$ cat src/rtl/tdm_ser_pkg.sv
// Package: shared frame geometry for the TDM slot serializer.
// Assumes 8 slots of 32 bits with 24-bit left-justified samples by default.
package tdm_ser_pkg;
    parameter int NUM_SLOTS   = 8;
    parameter int SLOT_BITS   = 32;
    parameter int SAMPLE_BITS = 24;
    localparam int FRAME_BITS = NUM_SLOTS * SLOT_BITS;
endpackage

$ cat src/rtl/tdm_fsync_sampler.sv
// Module: tdm_fsync_sampler
// Samples frame sync on the falling bit-clock edge and flags its rising edge.
// Assumes fsync changes only near rising bclk edges; the start flag is held
// for one full bit period so the next rising edge sees it.
module tdm_fsync_sampler (
    input  logic bclk,
    input  logic rst_n,
    input  logic fsync,
    output logic start_pend
);
    logic fs_prev;

    // Falling-edge capture of sync and detection of its low-to-high change.
    always_ff @(negedge bclk) begin
        if (!rst_n) begin
            fs_prev    <= 1'b0;
            start_pend <= 1'b0;
        end else begin
            fs_prev    <= fsync;
            start_pend <= fsync & ~fs_prev;
        end
    end
endmodule

$ cat src/rtl/tdm_frame_builder.sv
// Module: tdm_frame_builder
// Combinationally assembles the full frame image from samples, slot mask and
// mono option. Slot 0 sits at the image MSB end; samples are left-justified
// in their slots and the remaining bits are zero.
// Assumes SLOT_BITS >= SAMPLE_BITS and NUM_SLOTS is even when mono is used.
module tdm_frame_builder #(
    parameter int NUM_SLOTS   = 8,
    parameter int SLOT_BITS   = 32,
    parameter int SAMPLE_BITS = 24,
    localparam int FRAME_BITS = NUM_SLOTS * SLOT_BITS,
    localparam int PAD_BITS   = SLOT_BITS - SAMPLE_BITS
) (
    input  logic [NUM_SLOTS*SAMPLE_BITS-1:0] sample_in,
    input  logic [NUM_SLOTS-1:0]             slot_valid,
    input  logic                             mono_en,
    output logic [FRAME_BITS-1:0]            frame_img
);
    for (genvar s = 0; s < NUM_SLOTS; s++) begin : g_slot
        localparam int PAIR_SRC = (s % 2 == 1) ? s - 1 : s;
        logic                   use_pair;
        logic [SAMPLE_BITS-1:0] smp;
        logic                   vld;

        // Pick the source slot: odd slots borrow their even partner in mono.
        always_comb begin
            use_pair = mono_en && (s % 2 == 1);
            smp = use_pair ? sample_in[PAIR_SRC*SAMPLE_BITS +: SAMPLE_BITS]
                           : sample_in[s*SAMPLE_BITS +: SAMPLE_BITS];
            vld = use_pair ? slot_valid[PAIR_SRC] : slot_valid[s];
        end

        // Place the left-justified slot word, zeroed when not valid.
        always_comb begin
            frame_img[FRAME_BITS-1-s*SLOT_BITS -: SLOT_BITS] =
                vld ? {smp, {PAD_BITS{1'b0}}} : '0;
        end
    end
endmodule

$ cat src/rtl/tdm_bit_shifter.sv
// Module: tdm_bit_shifter
// Loads the frame image at frame start and shifts it out MSB first, one bit
// per rising bclk edge. Counts bits sent, drives zero once the frame is done,
// and pulses resync when a start arrives mid-frame.
// Assumes start_pend is stable around each rising edge.
module tdm_bit_shifter #(
    parameter int FRAME_BITS = 256,
    localparam int CNT_W     = $clog2(FRAME_BITS + 1)
) (
    input  logic                  bclk,
    input  logic                  rst_n,
    input  logic                  start_pend,
    input  logic [FRAME_BITS-1:0] frame_img,
    output logic                  sdata,
    output logic                  resync
);
    localparam logic [CNT_W-1:0] LAST_CNT = CNT_W'(FRAME_BITS);

    logic [FRAME_BITS-1:0] shreg;
    logic [CNT_W-1:0]      bit_cnt;
    logic                  in_frame;

    // A frame is in progress while some but not all bits have gone out.
    always_comb in_frame = (bit_cnt != '0) && (bit_cnt < LAST_CNT);

    // Rising-edge launch: load on start, shift during frame, idle at zero.
    always_ff @(posedge bclk) begin
        if (!rst_n) begin
            shreg   <= '0;
            bit_cnt <= '0;
            sdata   <= 1'b0;
            resync  <= 1'b0;
        end else if (start_pend) begin
            sdata   <= frame_img[FRAME_BITS-1];
            shreg   <= {frame_img[FRAME_BITS-2:0], 1'b0};
            bit_cnt <= CNT_W'(1);
            resync  <= in_frame;
        end else begin
            resync <= 1'b0;
            if (in_frame) begin
                sdata   <= shreg[FRAME_BITS-1];
                shreg   <= {shreg[FRAME_BITS-2:0], 1'b0};
                bit_cnt <= bit_cnt + CNT_W'(1);
            end else begin
                sdata <= 1'b0;
            end
        end
    end
endmodule

$ cat src/rtl/tdm_slot_serializer.sv
// Module: tdm_slot_serializer (top)
// Serializes eight time slots per frame onto one data line, slaved to an
// external bit clock and frame sync. Assumes bclk is free-running and fsync
// changes on rising bclk edges.
module tdm_slot_serializer #(
    parameter int NUM_SLOTS   = tdm_ser_pkg::NUM_SLOTS,
    parameter int SLOT_BITS   = tdm_ser_pkg::SLOT_BITS,
    parameter int SAMPLE_BITS = tdm_ser_pkg::SAMPLE_BITS,
    localparam int FRAME_BITS = NUM_SLOTS * SLOT_BITS
) (
    input  logic                             bclk,
    input  logic                             rst_n,
    input  logic                             fsync,
    input  logic [NUM_SLOTS*SAMPLE_BITS-1:0] sample_in,
    input  logic [NUM_SLOTS-1:0]             slot_valid,
    input  logic                             mono_en,
    output logic                             sdata,
    output logic                             resync
);
    logic                  start_pend;
    logic [FRAME_BITS-1:0] frame_img;

    tdm_fsync_sampler u_sync (
        .bclk       (bclk),
        .rst_n      (rst_n),
        .fsync      (fsync),
        .start_pend (start_pend)
    );

    tdm_frame_builder #(
        .NUM_SLOTS   (NUM_SLOTS),
        .SLOT_BITS   (SLOT_BITS),
        .SAMPLE_BITS (SAMPLE_BITS)
    ) u_build (
        .sample_in  (sample_in),
        .slot_valid (slot_valid),
        .mono_en    (mono_en),
        .frame_img  (frame_img)
    );

    tdm_bit_shifter #(
        .FRAME_BITS (FRAME_BITS)
    ) u_shift (
        .bclk       (bclk),
        .rst_n      (rst_n),
        .start_pend (start_pend),
        .frame_img  (frame_img),
        .sdata      (sdata),
        .resync     (resync)
    );
endmodule

$ cat config.mk
export PLATFORM = sky130hd
export DESIGN_NAME = tdm_slot_serializer
export DESIGN_NICKNAME = d
export VERILOG_FILES = /design/src/rtl/tdm_ser_pkg.sv /design/src/rtl/tdm_fsync_sampler.sv /design/src/rtl/tdm_frame_builder.sv /design/src/rtl/tdm_bit_shifter.sv /design/src/rtl/tdm_slot_serializer.sv
export SDC_FILE = /design/constraint.sdc
export NUM_CORES = 1
export LEC_CHECK = 0
export BUFFER_PORTS_ARGS = -buffer_cell sky130_fd_sc_hd__buf_2
export CAP_MARGIN = 10
export CORE_UTILIZATION = 56
export CTS_BUF_LIST = sky130_fd_sc_hd__clkbuf_16
export DETAILED_ROUTE_END_ITERATION = 8
export GPL_TIMING_DRIVEN = 0
export PLACE_DENSITY_LB_ADDON = 0.12
export SLEW_MARGIN = 30
export SYNTH_ARGS = -nofsm -noshare
export SYNTH_HDL_FRONTEND = slang
export SYNTH_SLANG_ARGS = --single-unit
$ cat constraint.sdc
create_clock -name bclk -period 3.1 [get_ports bclk]
set_clock_uncertainty 0.05 [all_clocks]
set_input_delay 0.155 -clock bclk [delete_from_list [all_inputs] [get_ports bclk]]
set_output_delay 0.155 -clock bclk [all_outputs]
set_load 0.005 [all_outputs]
==> out/metrics.csv <==
metric;value;unit
ir_drop;0.662;mV
path_clk_slew;0.07;ns
final_util;79.0;%
postRouteAntennaNets;0;
nNetsFinal;2084;
ios;206;
wirelength;41800;um
port_buffers;201;
seq_area_frac_synth;45.5;%
hold_violations;0;
yosys.area.top_type;dfxtp_1;
dp.cells;1965;
die-area;21000;sq um
drc_errors;0;
num_rows;51;
via_count;13491;
crit_family;compound AO/OA/AOI/OAI gates;
pre_cts_ws;-1.01;ns
dp_hpwl;24500;um
drtIter0Drc;1597;
synth_area_leaders;dfxtp_1 46%, a21oi_1 17%, nand2_1 12%, a221oi_1 4.3%, a211oi_1 4.3%;
crit_type;register to register;
track_usage;36.3;%
fill_cells;1304;
failed_checks;setup timing;
syn_area;11400;sq um
die_height;145;um
syn-instance-count;1499;
grt_max_degree;14;
antenna_found_initial;2;
synth_top_flop_cell;dfxtp_1;
syn_nets;1705;
cts_tree;done;
min_delay_path_depth;3;
p_per_area;728;nW/um^2
grt_pass1_vias;12727;
clock_path_buffers;3;
critical-path-max-stage-delay;0.53;ns
crit_cells;5;
cts_root_buf;clkbuf_16;
fin_area;15600;sq um
initial_core_util;58.0;%
fin_cells;2165;
clock-sinks;260;
viasPerCell;6.23;
synth_top_area_share;45.5;%
grt_pass1_wl;63400;um
syn2layout_area_growth;36.2;%
p_total;11300;uW
min_path_type;input pin to register;
fp.coreArea;19700;sq um
die_w;145;um
yosys_warnings;0;
critical_path_peak_fanout;10;
cts_setup_buffers;0;
finalMaxSlewViolations;0;
tightest_slew;0.814;ns
yosysUniqueCellTypes;37;
synth_common_cells;386 x a21oi_1, 380 x nand2_1, 260 x dfxtp_1, 105 x clkbuf_1, 65 x a211oi_1;
gp_congestion;0.922;
slowest_stage;a222oi_1;
h-tree-depth;1;
startpoint_type;register;
grt.overflow.total;0;
numCtsBuffers;27;
drive_gt1_share;20.4;%
power_leakage;0.00601;uW
slew_headroom;45.7;%
clock_latency;0.60;ns
yosysMostFrequentCell;a21oi_1;
worst-path-buf-inv;2;
ys_ff_latch;260;
avgSynthCellArea;7.63;sq um
place_area;12800;sq um
setup_viol;46;
reg2reg_depth;5;
cp.required;3.46;ns
dr.pass1.iters;8;
synth_edf_count;0;
crit_chain;and3_1, clkbuf_1, clkbuf_2, a222oi_1, a21oi_1;
avgRoutedWirePerCell;19.3;um
crit_arrival;3.72;ns
maxCapViolCount;0;
critPathCaptureType;register;
outcome;finished, violations left;
setup_ws;-0.261;ns
ys_async_sr_fraction;0;%
rsz0062_at_grt;true;
through the flow:
step / hold WS, ns / setup TNS [ns]
after floorplan: 0.267 / -0.0239
after CTS: 0.00387 / -4.21
final: 0.0101 / -6.87
after global routing: 0.0579 / -9.61
after detailed placement: 0.343 / -159.04
after global placement: 0.322 / -156.24
cell usage in the layout (no fill, tap or decap), drive strengths merged, types with 5 or more instances in the layout:
cell type,instances
nand2,380
and3,5
nor2,48
dfxtp,260
clkbuf,117
inv,17
a21oi,386
dlygate4sd3,147
buf,269
a222oi,45
a211oi,65
a221oi,56
o21ai,48
clkinv,12
worst reg2reg max path, delay by kind of cell (launching register included):
family	cells	cell delay (ns)
buf+inv	2	0.40
flops	1	0.36
compound gates	2	0.67
simple gates	1	0.15
cell families after synthesis:
group           after synthesis  synth area share, %
simple gates                454                 15.6
buf+inv                     164                 5.75
fa+ha+maj                     2                0.219
xor+xnor                      5                0.383
compound gates              614                 32.6
flops                       260                 45.5
layout make-up:
class	count	area (sq um)	share of cell area [%]
multi-input cells	1075	5840	37.5
repair buffers	349	2480	16.0
diodes	2	5.00	0.0321
flip-flops and latches	260	5210	33.4
clock inverters	24	128	0.819
plain buffers	157	876	5.62
clock buffers	27	676	4.34
inverters	6	22.5	0.145
well taps	265	332	2.13
per-layer routing:
metal | global-route usage [%] | vias up | share of wire (%)
li1 | - | 6136 | -
met1 | 45.6 | 6238 | 38
met2 | 62.2 | 923 | 47
met3 | 6.48 | 194 | 10
met4 | 13.0 | 0 | 4.1
met5 | 0 | - | 0
what timing repair did:
action                                  in CTS  in global routing
resized for setup                          131                110
pin swaps                                    1                  5
cloned                                       1                  0
hold buffers                               147                  0
endpoints found under the setup margin     258                203
endpoints found under the hold margin      150                  0
path summary, 6_finish.rpt:
path / startpoint / endpoint / slack [ns]
max: u_sync.start_pend$_SDFF_NN0_ / u_shift.shreg[150]$_SDFFE_PN0P_ / -0.26
min: sample_in[169] / u_shift.shreg[10]$_SDFFE_PN0P_ / 0.01
max reg2reg: u_sync.start_pend$_SDFF_NN0_ / u_shift.shreg[150]$_SDFFE_PN0P_ / -0.26
min reg2reg: u_sync.fs_prev$_SDFF_NN0_ / u_sync.start_pend$_SDFF_NN0_ / 0.33
sequential cells by signal, summed over array words and instances, names as in the netlist:
signal / count
u_shift.shreg: 247
u_shift.bit_cnt: 9
u_sync.start_pend: 1
u_shift.sdata: 1
u_shift.resync: 1
u_sync.fs_prev: 1
power by group:
group / total [uW] / switching (uW) / internal (uW)
combinational: 4000 / 2580 / 1420
sequential: 4300 / 405 / 3900
clock: 3040 / 1380 / 1660
(Power assumes the default switching activity.)
